--- src/rtl/phc_pkg.sv ---
package phc_pkg;

    // Number of remote terminals the coincidence stage can combine
    localparam int N_REMOTE = 2;

    typedef enum logic [1:0] {
        ST_IDLE  = 2'd0,
        ST_ARMED = 2'd1,
        ST_TRIP  = 2'd2
    } phc_state_e;

    // Comparison mode, captured while the fault detector is dropped out
    typedef struct packed {
        logic three_term;
        logic neg_half;
    } phc_mode_t;

endpackage

--- src/rtl/phc_mode_reg.sv ---
module phc_mode_reg
    import phc_pkg::*;
(
    input  logic      clk,
    input  logic      rst_n,
    input  logic      fd_en,
    input  logic      three_term_in,
    input  logic      neg_half_in,
    output phc_mode_t mode_q
);

    // capture only while no comparison is running
    always_ff @(posedge clk or negedge rst_n) begin
        if (!rst_n) begin
            mode_q <= '0;
        end else if (!fd_en) begin
            mode_q.three_term <= three_term_in;
            mode_q.neg_half   <= neg_half_in;
        end
    end

endmodule

--- src/rtl/phc_coinc.sv ---
module phc_coinc
    import phc_pkg::*;
(
    input  phc_mode_t             mode,
    input  logic                  local_pos,
    input  logic [N_REMOTE-1:0]   rem_mark,
    output logic                  coin
);

    logic                local_active;
    logic [N_REMOTE-1:0] rem_match;
    logic [N_REMOTE-1:0] rem_used;
    logic [N_REMOTE-1:0] rem_ok;

    // the half cycle and the expected received level flip together
    assign local_active = mode.neg_half ? ~local_pos : local_pos;

    for (genvar g = 0; g < N_REMOTE; g++) begin : g_remote
        assign rem_match[g] = mode.neg_half ? ~rem_mark[g] : rem_mark[g];
        if (g == 0) begin : g_first
            assign rem_used[g] = 1'b1;
        end else begin : g_extra
            // further remotes count only on a three-terminal line
            assign rem_used[g] = mode.three_term;
        end
        assign rem_ok[g] = rem_match[g] | ~rem_used[g];
    end

    assign coin = local_active & (&rem_ok);

endmodule

--- src/rtl/phc_integ.sv ---
module phc_integ #(
    parameter int SET_W = 16
) (
    input  logic             clk,
    input  logic             rst_n,
    input  logic             fd_en,
    input  logic             coin,
    input  logic             tick,
    input  logic [SET_W-1:0] setting,
    output logic [SET_W-1:0] cnt,
    output logic             reached
);

    localparam logic [SET_W-1:0] MIN_SET = SET_W'(1);

    logic [SET_W-1:0] limit;

    // zero setting is raised to the one-tick minimum
    assign limit = (setting == '0) ? MIN_SET : setting;

    // counter of ticked coincidence, cleared otherwise
    always_ff @(posedge clk or negedge rst_n) begin
        if (!rst_n) begin
            cnt <= '0;
        end else if (!fd_en || !coin) begin
            cnt <= '0;
        end else if (tick && (cnt < limit)) begin
            cnt <= cnt + MIN_SET;
        end
    end

    assign reached = (cnt >= limit);

endmodule

--- src/rtl/phc_fsm.sv ---
module phc_fsm
    import phc_pkg::*;
(
    input  logic       clk,
    input  logic       rst_n,
    input  logic       fd_en,
    input  logic       reached,
    output phc_state_e state,
    output logic       trip,
    output logic       block
);

    phc_state_e state_nx;

    always_comb begin
        state_nx = state;
        unique case (state)
            ST_IDLE: begin
                if (fd_en) state_nx = ST_ARMED;
            end
            ST_ARMED: begin
                if (!fd_en)       state_nx = ST_IDLE;
                else if (reached) state_nx = ST_TRIP;
            end
            ST_TRIP: begin
                if (!fd_en) state_nx = ST_IDLE;
            end
            default: state_nx = ST_IDLE;
        endcase
    end

    always_ff @(posedge clk or negedge rst_n) begin
        if (!rst_n) state <= ST_IDLE;
        else        state <= state_nx;
    end

    always_comb begin
        trip  = 1'b0;
        block = 1'b0;
        unique case (state)
            ST_IDLE:  ;
            ST_ARMED: block = 1'b1;
            ST_TRIP:  trip  = 1'b1;
            default:  ;
        endcase
    end

endmodule

--- src/rtl/phc_trip.sv ---
module phc_trip
    import phc_pkg::*;
#(
    parameter int SET_W = 16
) (
    input  logic                clk,
    input  logic                rst_n,
    input  logic                tick,
    input  logic                fd_en,
    input  logic                three_term,
    input  logic                neg_half,
    input  logic                local_pos,
    input  logic [1:0]          rem_mark,
    input  logic [SET_W-1:0]    setting,
    output logic                trip,
    output logic                block
);

    phc_mode_t        mode_q;
    logic             coin;
    logic [SET_W-1:0] cnt;
    logic             reached;
    phc_state_e       state;

    phc_mode_reg u_mode (
        .clk           (clk),
        .rst_n         (rst_n),
        .fd_en         (fd_en),
        .three_term_in (three_term),
        .neg_half_in   (neg_half),
        .mode_q        (mode_q)
    );

    phc_coinc u_coinc (
        .mode      (mode_q),
        .local_pos (local_pos),
        .rem_mark  (rem_mark),
        .coin      (coin)
    );

    phc_integ #(.SET_W(SET_W)) u_integ (
        .clk     (clk),
        .rst_n   (rst_n),
        .fd_en   (fd_en),
        .coin    (coin),
        .tick    (tick),
        .setting (setting),
        .cnt     (cnt),
        .reached (reached)
    );

    phc_fsm u_fsm (
        .clk     (clk),
        .rst_n   (rst_n),
        .fd_en   (fd_en),
        .reached (reached),
        .state   (state),
        .trip    (trip),
        .block   (block)
    );

endmodule

--- config.mk ---
export PLATFORM = sky130hd
export DESIGN_NAME = phc_trip
export DESIGN_NICKNAME = d
export VERILOG_FILES = /design/src/rtl/phc_pkg.sv /design/src/rtl/phc_mode_reg.sv /design/src/rtl/phc_coinc.sv /design/src/rtl/phc_integ.sv /design/src/rtl/phc_fsm.sv /design/src/rtl/phc_trip.sv
export SDC_FILE = /design/constraint.sdc
export NUM_CORES = 1
export LEC_CHECK = 0
export ABC_AREA = 1
export BUFFER_PORTS_ARGS = -buffer_cell sky130_fd_sc_hd__buf_2
export CAP_MARGIN = 30
export CORE_UTILIZATION = 45
export CTS_BUF_LIST = sky130_fd_sc_hd__clkbuf_16
export DETAILED_ROUTE_END_ITERATION = 16
export PLACE_DENSITY = 0.65
export SLEW_MARGIN = 20
export SYNTH_ARGS = -nofsm -noshare
export SYNTH_HDL_FRONTEND = slang
export SYNTH_SLANG_ARGS = --single-unit
--- constraint.sdc ---
create_clock -name clk -period 5.8 [get_ports clk]
set_clock_uncertainty 0.2 [all_clocks]
set_input_delay 0 -clock clk [delete_from_list [all_inputs] [get_ports clk]]
set_output_delay 0 -clock clk [all_outputs]
set_load 0.01 [all_outputs]
==> results of run 1 <==
==> routing by layer <==
| layer | wire length, microns | GRT usage (%) | vias to the layer above |
|---|---|---|---|
| li1 | - | - | 876 |
| met1 | 2010 | 28.7 | 731 |
| met2 | 1750 | 33.1 | 28 |
| met3 | 102 | 3.13 | 9 |
| met4 | 87 | 8.15 | 0 |
| met5 | 0 | 0 | - |
==> sequential cells by signal (all words and copies together), names as in the netlist <==
signal         flops
u_mode.mode_q      2
u_fsm.state        2
u_integ.cnt       16
==> cells in the final DEF, fill, tap and decap left out <==
master	Yosys	layout
a21oi_4	1	1
o21ai_1	2	2
nand3_1	25	25
nand2_1	57	57
a41o_1	1	1
inv_1	32	32
bufinv_16	0	1
nor3_2	2	2
a21oi_1	7	7
dlygate4sd3_1	0	8
nand2_2	19	19
xor2_1	9	9
inv_2	2	2
and3_1	1	1
nor3_4	1	1
buf_2	1	26
xnor2_1	1	1
nor3_1	3	3
o21ai_0	1	1
ha_1	17	17
inv_4	1	1
o21bai_1	1	1
a21o_1	1	1
nand2_4	2	2
dfrtp_1	20	20
nor2_2	3	3
nand4_1	7	7
nor2_1	30	30
nor4_1	2	2
nand3_4	1	1
clkbuf_16	0	3
==> report_power, final <==
| part | internal (mW) | switching [mW] |
|---|---|---|
| logic | 0.0183 | 0.0258 |
| registers | 0.142 | 0.00233 |
| clock network | 0.137 | 0.0535 |
| total | 0.297 | 0.0817 |
==> worst paths after layout <==
check                                from                to  slack [ps]  cells after the start
min in group clk                     tick    u_integ.cnt[5]          40                      4
setup reg to reg           u_integ.cnt[9]    u_integ.cnt[0]        3680                     10
setup / recovery                    fd_en  u_mode.mode_q[1]        3660                      7
max in group asynchronous           rst_n   u_integ.cnt[11]        5050                      2
hold reg to reg            u_fsm.state[0]    u_fsm.state[0]         280                      1
hold / removal                      rst_n    u_integ.cnt[9]          30                      2
==> Yosys cell counts <==
library cell | instances | area share [%]
nor3_4 | 1 | 0.90
dfrtp_1 | 20 | 28
o21bai_1 | 1 | 0.42
buf_2 | 1 | 0.28
nor3_1 | 3 | 0.83
nor2_1 | 30 | 6.2
o21ai_0 | 1 | 0.28
nor4_1 | 2 | 0.69
nor3_2 | 2 | 1.1
a21o_1 | 1 | 0.42
and3_1 | 1 | 0.35
o21ai_1 | 2 | 0.55
nand2_2 | 19 | 6.6
a41o_1 | 1 | 0.55
xnor2_1 | 1 | 0.48
xor2_1 | 9 | 4.4
ha_1 | 17 | 12
nand3_4 | 1 | 0.97
a21oi_1 | 7 | 1.9
buf_4 | 2 | 0.83
nand4_1 | 7 | 2.4
nand2_4 | 2 | 1.2
nand2_1 | 57 | 12
nand3_1 | 25 | 6.9
a21oi_4 | 1 | 0.90
buf_12 | 1 | 1.1
inv_2 | 2 | 0.42
inv_4 | 1 | 0.35
nor2_2 | 3 | 1.0
inv_1 | 32 | 6.6
==> stage by stage <==
step / util (%) / setup slack [ps] / power (mW)
2_1_floorplan: - / 3960 / 0.170
3_3_place_gp: 52.0 / 3700 / 0.185
3_5_place_dp: 52.0 / 3680 / 0.186
4_1_cts: 56.9 / 3660 / 0.383
5_1_grt: 56.9 / 3480 / 0.394
6_report: 56.9 / 3660 / 0.379
==> final cells by class <==
type	instances	share of cell area, %
clock inverters	1	1.40
multi-input cells	194	52.9
well taps	48	2.80
inverters	35	6.24
flip-flops and latches	20	23.3
clock buffers	3	3.50
repair buffers	34	9.80
==> cells by family (layout without fill, tap and decap cells) <==
logic type / Yosys count / count (layout) / synth area share (%)
AOI/OAI and AO/OA: 14 / 14 / 5.05
buffers and inverters: 39 / 73 / 9.61
and+or+nand+nor: 153 / 153 / 41.1
DFF: 20 / 20 / 27.7
adders and majority gates: 17 / 17 / 11.8
xor gates and xnor gates: 10 / 10 / 4.84
==> timing repair <==
| action | in CTS | in global routing |
|---|---|---|
| buffers inserted | 0 | 0 |
| hold endpoints to repair | 24 | 0 |
| hold buffers | 8 | 0 |
==> results.json, run 1 <==
{
  "regArea_sq_um": 500,
  "antenna_found_initial": 0,
  "ys_warn_count": 0,
  "cts.sinks": 20,
  "pwr_density_cell_nw_per_um2": 177,
  "cp.required_ps": 5730,
  "worstMarginPinSlew_ps": 462,
  "dpl-instance-area_sq_um": 1960,
  "syn_inst": 253,
  "grt.total_usage_pct": 21.0,
  "maxCapViolCount": 0,
  "worst-endpoint-arrival_ps": 2070,
  "leakage_nw": 1.15,
  "critPathMaxStageDelay_ps": 590,
  "grt_max_degree": 21,
  "routedWlPerCell_microns": 11.8,
  "tns_ps": 0,
  "maxSlewHeadroom_pct": 69.2,
  "maxSlewViolCount": 0,
  "dr.first_iter.drc_count": 48,
  "rsz0062_at_grt": "false",
  "setup_viol": 0,
  "period_share_pct": 36.8,
  "path_cells": "dlygate4sd3_1, buf_2, inv_1, nand2_1, dlygate4sd3_1, o21ai_0, dlygate4sd3_1",
  "nFillCells": 365,
  "path_buf_inv": 5,
  "num_io_pins": 27,
  "final.min_clock_period_ps": 2140,
  "cts.repair.resized": 0,
  "final_area_sq_um": 2140,
  "drt_pass1_iterations": 4,
  "dieArea_sq_um": 4280,
  "portBuffers": 26,
  "clk_latency_ps": 260,
  "finalNonFillerCells": 335,
  "synthToLayoutAreaGrowth_pct": 18.5,
  "drt-total-wl_microns": 3950,
  "crit_fanout": 6,
  "diodes": 0,
  "dp_hpwl_microns": 2980,
  "grt_pass1_vias": 1510,
  "timing.fmax_mhz": 468,
  "dp_cells": 323,
  "synth-seq-cells": 20,
  "std_cell_rows": 22,
  "cp_common_cell": "dlygate4sd3_1",
  "drive_gt1_share_pct": 21.6,
  "holdWs_ps": 28.0,
  "cp_slowest_cell": "dlygate4sd3_1",
  "synth.distinct_cells": 30,
  "die_width_microns": 65.4,
  "worstSetupPathType": "input port to flip-flop",
  "synth_seq_area_share_pct": 27.7,
  "hold_path.class": "input port to async pin",
  "cts_inserted_buffers": 3,
  "cts_tree": "done",
  "start_util_pct": 48.0,
  "multi_input_comb_area_sq_um": 1130,
  "syn_avg_cell_area_sq_um": 7.15,
  "grt-ovfl-total": 0,
  "fp.coreArea_sq_um": 3770,
  "fp.dieH_microns": 65.4,
  "clock_path_buffers": 2,
  "hold_viol_final": 0,
  "cp_top_family": "buffers and inverters",
  "syn_nets": 295,
  "cp-start-kind": "input port",
  "htreeDepth": 1,
  "clk_pin_slew_worst_paths_ps": 60,
  "vias": 1644,
  "grt_pass1_wl_microns": 6740,
  "drt-vias-per-instance": 4.91,
  "crit_path_end_kind": "flip-flop",
  "ant_nets": 0,
  "fin_nets": 330,
  "synth_area_sq_um": 1810,
  "cts_root_buf": "clkbuf_16",
  "outcome": "complete, no violations",
  "route.detailed.drc": 0,
  "ir_drop_uv": 96.1,
  "place_congestion": 0.770
}
Power figures use the tool's default switching activity.
==> run 2: changes to the inputs <==
==> constraint.sdc (replaced) <==
create_clock -name clk -period 2.1 [get_ports clk]
set_clock_uncertainty 0.2 [all_clocks]
set_input_delay 0 -clock clk [delete_from_list [all_inputs] [get_ports clk]]
set_output_delay 0 -clock clk [all_outputs]
set_load 0.01 [all_outputs]
==> results.json, run 2 (synthesis gave the netlist of run 1 again) <==
{
  "pwr_density_cell_nw_per_um2": 406,
  "dp_hpwl_microns": 3170,
  "drt-vias-per-instance": 4.84,
  "p_sw_share_pct": 23.8,
  "synthToLayoutAreaGrowth_pct": 26.3,
  "hold_path.class": "input port to async pin",
  "worstMarginPinSlew_ps": 449,
  "cts_inserted_buffers": 3,
  "final_cell_mix": "nand2_1, inv_1, nor2_1",
  "total_power_uw": 929,
  "std_cell_rows": 22,
  "portBuffers": 26,
  "worst_r2r_endpoint": "u_integ.cnt[3]",
  "final.min_clock_period_ps": 2000,
  "diodes": 0,
  "ir_drop_uv": 251,
  "worstSetupPathType": "input port to flip-flop",
  "maxSlewViolCount": 0,
  "p_sw_uw": 221,
  "busiest_layer": "met2",
  "p_clk_share_pct": 42.4,
  "cts.sinks": 20,
  "crit_path_end_kind": "flip-flop",
  "nFillCells": 363,
  "r2r_cells": 12,
  "tns_ps": 0,
  "clk_pin_slew_worst_paths_ps": 50,
  "vias": 1709,
  "setup_viol": 0,
  "dr.first_iter.drc_count": 68,
  "timing.fmax_mhz": 500,
  "route.detailed.drc": 0,
  "fp.coreArea_sq_um": 3770,
  "outcome": "complete, no violations",
  "clk_latency_ps": 250,
  "antenna_found_initial": 0,
  "routedWlPerCell_microns": 11.3,
  "crit_fanout": 6,
  "grt.total_usage_pct": 21.1,
  "met3_usage_pct": 2.60,
  "reg_top3": "u_integ.cnt (16), u_fsm.state (2), u_mode.mode_q (2)",
  "grt_pass1_wl_microns": 6760,
  "timing.rr.start": "u_integ.cnt[3]",
  "dieArea_sq_um": 4280,
  "ant_nets": 0,
  "die_width_microns": 65.4,
  "maxSlewHeadroom_pct": 70.1,
  "fin_nets": 348,
  "maxCapViolCount": 0,
  "drt_pass1_iterations": 4,
  "seq_power_share_pct": 42.6,
  "place_congestion": 0.785,
  "final_common_cell": "nand2_1",
  "fin_util_pct": 60.6,
  "cp.required_ps": 2040,
  "leakage_nw": 1.24,
  "period_share_pct": 95.3,
  "grt_pass1_vias": 1492,
  "cts_tree": "done",
  "drive_gt1_share_pct": 25.6,
  "grt_max_degree": 21,
  "htreeDepth": 1,
  "hold_viol_final": 0,
  "drt-total-wl_microns": 3990,
  "grt-ovfl-total": 0,
  "largest_reg_flops": 16,
  "regArea_sq_um": 500,
  "start_util_pct": 48.0,
  "regMostFlops": "u_integ.cnt",
  "worst-endpoint-arrival_ps": 1940,
  "rsz0062_at_grt": "false",
  "p_comb_share_pct": 15.0,
  "r2r_slack_ps": 130,
  "gr-usage-met2_pct": 33.8,
  "p_int_uw": 708,
  "cp-start-kind": "input port",
  "fp.dieH_microns": 65.4,
  "num_io_pins": 27,
  "clock_path_buffers": 2,
  "met1_usage_pct": 29.0,
  "cts_root_buf": "clkbuf_16",
  "multi_input_comb_area_sq_um": 1140
}
-- run 2: repair_timing --
action | CTS | global route
setup buffers | 0 | 1
resized for setup | 0 | 5
hold endpoints to repair | 27 | 0
endpoints found under the setup margin | 0 | 9
hold buffers | 9 | 0
-- run 2: per-stage QoR --
stage | worst slack [ps] | std cells | cell area [sq um] | hold slack [ps]
after floorplan | 261 | 253 | 1810 | -496
after global placement | 156 | 339 | 2090 | -219
after detailed placement | 130 | 339 | 2090 | -218
after CTS | 51.1 | 352 | 2260 | 46.7
after global routing | 5.50 | 353 | 2290 | 92.0
final | 99.7 | 353 | 2290 | 24.6
-- run 2: worst max path at each step --
stage                    start          endpoint  slack, ps
6_report                 fd_en  u_mode.mode_q[0]        100
5_1_grt        u_integ.cnt[15]    u_integ.cnt[1]          6
4_1_cts                  fd_en  u_mode.mode_q[1]         50
3_5_place_dp   u_integ.cnt[15]    u_integ.cnt[1]        130
3_3_place_gp   u_integ.cnt[15]    u_integ.cnt[2]        160
2_1_floorplan   u_integ.cnt[9]    u_integ.cnt[6]        260
-- run 2: cell type report --
| cell class | count | area share [%] |
|---|---|---|
| well taps | 48 | 2.63 |
| inverters | 35 | 5.86 |
| flip-flops and latches | 20 | 21.9 |
| clock inverters | 1 | 0.164 |
| repair buffers | 52 | 16.1 |
| clock buffers | 3 | 3.28 |
| multi-input cells | 194 | 50.0 |
-- run 2: power by group through the flow --
stage	Sequential (mW)	Combinational [mW]	Clock, mW
after global placement	0.402	0.119	0
after CTS	0.395	0.136	0.403
after global routing	0.396	0.159	0.420
final	0.395	0.139	0.394
after detailed placement	0.402	0.121	0
after floorplan	0.403	0.0670	0
-- run 2: worst max-delay path, stage by stage --
cell and delay [ps]:
dlygate4sd3_1 550, buf_6 130, inv_1 60, nand2_1 50, dlygate4sd3_1 550, nand2_1 50, dlygate4sd3_1 540
-- run 2: per-layer routing --
layer	up-vias	wire length, microns
li1	919	-
met1	750	1970
met2	35	1730
met3	5	233
met4	0	58
met5	-	0
==> run 3: changes to the inputs <==
--- a/config.mk
+++ b/config.mk
@@ -8,6 +8,7 @@
 export ABC_AREA = 1
 export BUFFER_PORTS_ARGS = -buffer_cell sky130_fd_sc_hd__buf_2
 export CAP_MARGIN = 30
+export CORE_ASPECT_RATIO = 1.2
 export CORE_UTILIZATION = 45
 export CTS_BUF_LIST = sky130_fd_sc_hd__clkbuf_16
 export DETAILED_ROUTE_END_ITERATION = 16
==> results.json, run 3 (synthesis gave the netlist of run 1 again) <==
{
  "dr.first_iter.drc_count": 52,
  "dp_hpwl_microns": 3130,
  "place_congestion": 0.767,
  "htreeDepth": 1,
  "grt-ovfl-total": 0,
  "ant_nets": 0,
  "clk_latency_ps": 250,
  "holdWs_ps": 46.8,
  "diodes": 0,
  "start_util_pct": 48.2,
  "vias": 1693,
  "die_width_microns": 59.9,
  "topRoutingLayerUsed": "met4",
  "drt_pass1_iterations": 4,
  "hold_viol_final": 0,
  "worstMarginPinSlew_ps": 481,
  "cp.required_ps": 2030,
  "final.min_clock_period_ps": 2020,
  "crit_fanout": 6,
  "timing.fmax_mhz": 496,
  "maxCapViolCount": 0,
  "largest_reg_flops": 16,
  "pwr_density_cell_nw_per_um2": 412,
  "regMostFlops": "u_integ.cnt",
  "antenna_found_initial": 0,
  "met3WireLength_microns": 82,
  "grt_pass1_wl_microns": 6960,
  "cts_root_buf": "clkbuf_16",
  "maxSlewHeadroom_pct": 68.0,
  "cp-start-kind": "input port",
  "worstSetupPathType": "input port to flip-flop",
  "maxSlewViolCount": 0,
  "rsz0062_at_grt": "false",
  "met1_length_microns": 1890,
  "grt.total_usage_pct": 21.7,
  "clock_path_buffers": 2,
  "drive_gt1_share_pct": 25.0,
  "routedWlPerCell_microns": 11.5,
  "final_common_cell": "nand2_1",
  "clk_pin_slew_worst_paths_ps": 50,
  "fp.dieH_microns": 71.5,
  "fp.coreArea_sq_um": 3750,
  "period_share_pct": 96.0,
  "final_cell_mix": "nand2_1, inv_1, nor2_1",
  "hold_path.class": "input port to async pin",
  "dieArea_sq_um": 4280,
  "nFillCells": 326,
  "setup_viol": 0,
  "drt-vias-per-instance": 4.81,
  "cts_setup_buffers": 0,
  "std_cell_rows": 24,
  "route.detailed.drc": 0,
  "wl_met2_microns": 2050,
  "synthToLayoutAreaGrowth_pct": 23.4,
  "fin_nets": 343,
  "grt_pass1_vias": 1669,
  "worst-endpoint-arrival_ps": 1950,
  "grt_max_degree": 21,
  "reg_top3": "u_integ.cnt (16), u_fsm.state (2), u_mode.mode_q (2)",
  "outcome": "complete, no violations",
  "cts_tree": "done",
  "portBuffers": 26,
  "num_io_pins": 27,
  "cts_inserted_buffers": 3,
  "tns_ps": 0,
  "leakage_nw": 1.22,
  "ir_drop_uv": 262,
  "drt-total-wl_microns": 4060,
  "cts.sinks": 20,
  "crit_path_end_kind": "flip-flop"
}
[run 3: cell types whose count changed in the layout (fill, tap and decap cells not counted)]
| cell | previous run | this run |
|---|---|---|
| buf_4 | 16 | 13 |
| nor2_2 | 3 | 4 |
| buf_12 | 1 | 0 |
| nor2_1 | 30 | 29 |
| nand2_4 | 1 | 2 |
| nand2_8 | 1 | 0 |
| dlygate4sd3_1 | 8 | 7 |
[run 3: path summary, 6_finish.rpt]
| check | start | slack, ps | end | depth (start not counted) |
|---|---|---|---|---|
| max in group asynchronous | rst_n | 1320 | u_integ.cnt[11] | 2 |
| min in group clk | tick | 60 | u_integ.cnt[3] | 5 |
| worst max register to register | u_integ.cnt[6] | 190 | u_integ.cnt[5] | 10 |
| worst min register to register | u_fsm.state[0] | 260 | u_fsm.state[0] | 1 |
| worst max-delay path | fd_en | 80 | u_mode.mode_q[0] | 7 |
| worst min-delay path | rst_n | 50 | u_fsm.state[0] | 2 |
[run 3: worst max-delay path, cell delays in order]
cell           delay, ps
dlygate4sd3_1        540
buf_6                130
inv_1                 60
nand2_1               50
dlygate4sd3_1        550
nand2_1               60
dlygate4sd3_1        550
[run 3: per-stage QoR]
stage	util (%)	area (sq um)	worst slack (ps)	cells	power [mW]
after floorplan	-	1810	261	253	0.470
after global placement	54.9	2060	143	340	0.521
after detailed placement	54.9	2060	124	340	0.521
after CTS	59.2	2220	35.8	352	0.935
after global routing	59.5	2230	2.13	352	0.977
final	59.5	2230	85.0	352	0.920
[run 3: report_power, final]
| part | internal, mW | switching [mW] |
|---|---|---|
| combinational | 0.0579 | 0.0770 |
| sequential | 0.391 | 0.00430 |
| clock | 0.253 | 0.136 |
[run 3: what timing repair did]
action                                  CTS  global route
hold buffers                              8             0
endpoints found under the setup margin    0            18
gates resized for setup                   0             5
hold endpoints to repair                 24             0
[run 3: per-layer routing]
metal	global-route usage, %	vias up
met4	4.65	0
met3	2.71	4
met2	40.1	25
met1	26.2	757
met5	0	-
li1	-	907
[run 3: area by class of cell]
cell class	instances	area, sq um	area share (%)
repair buffers	47	317	14.2
flip-flops and latches	20	500	22.4
clock buffers	3	75.1	3.36
inverters	35	134	6.00
well taps	52	65.1	2.91
clock inverters	1	3.75	0.168
multi-input cells	194	1140	51.0
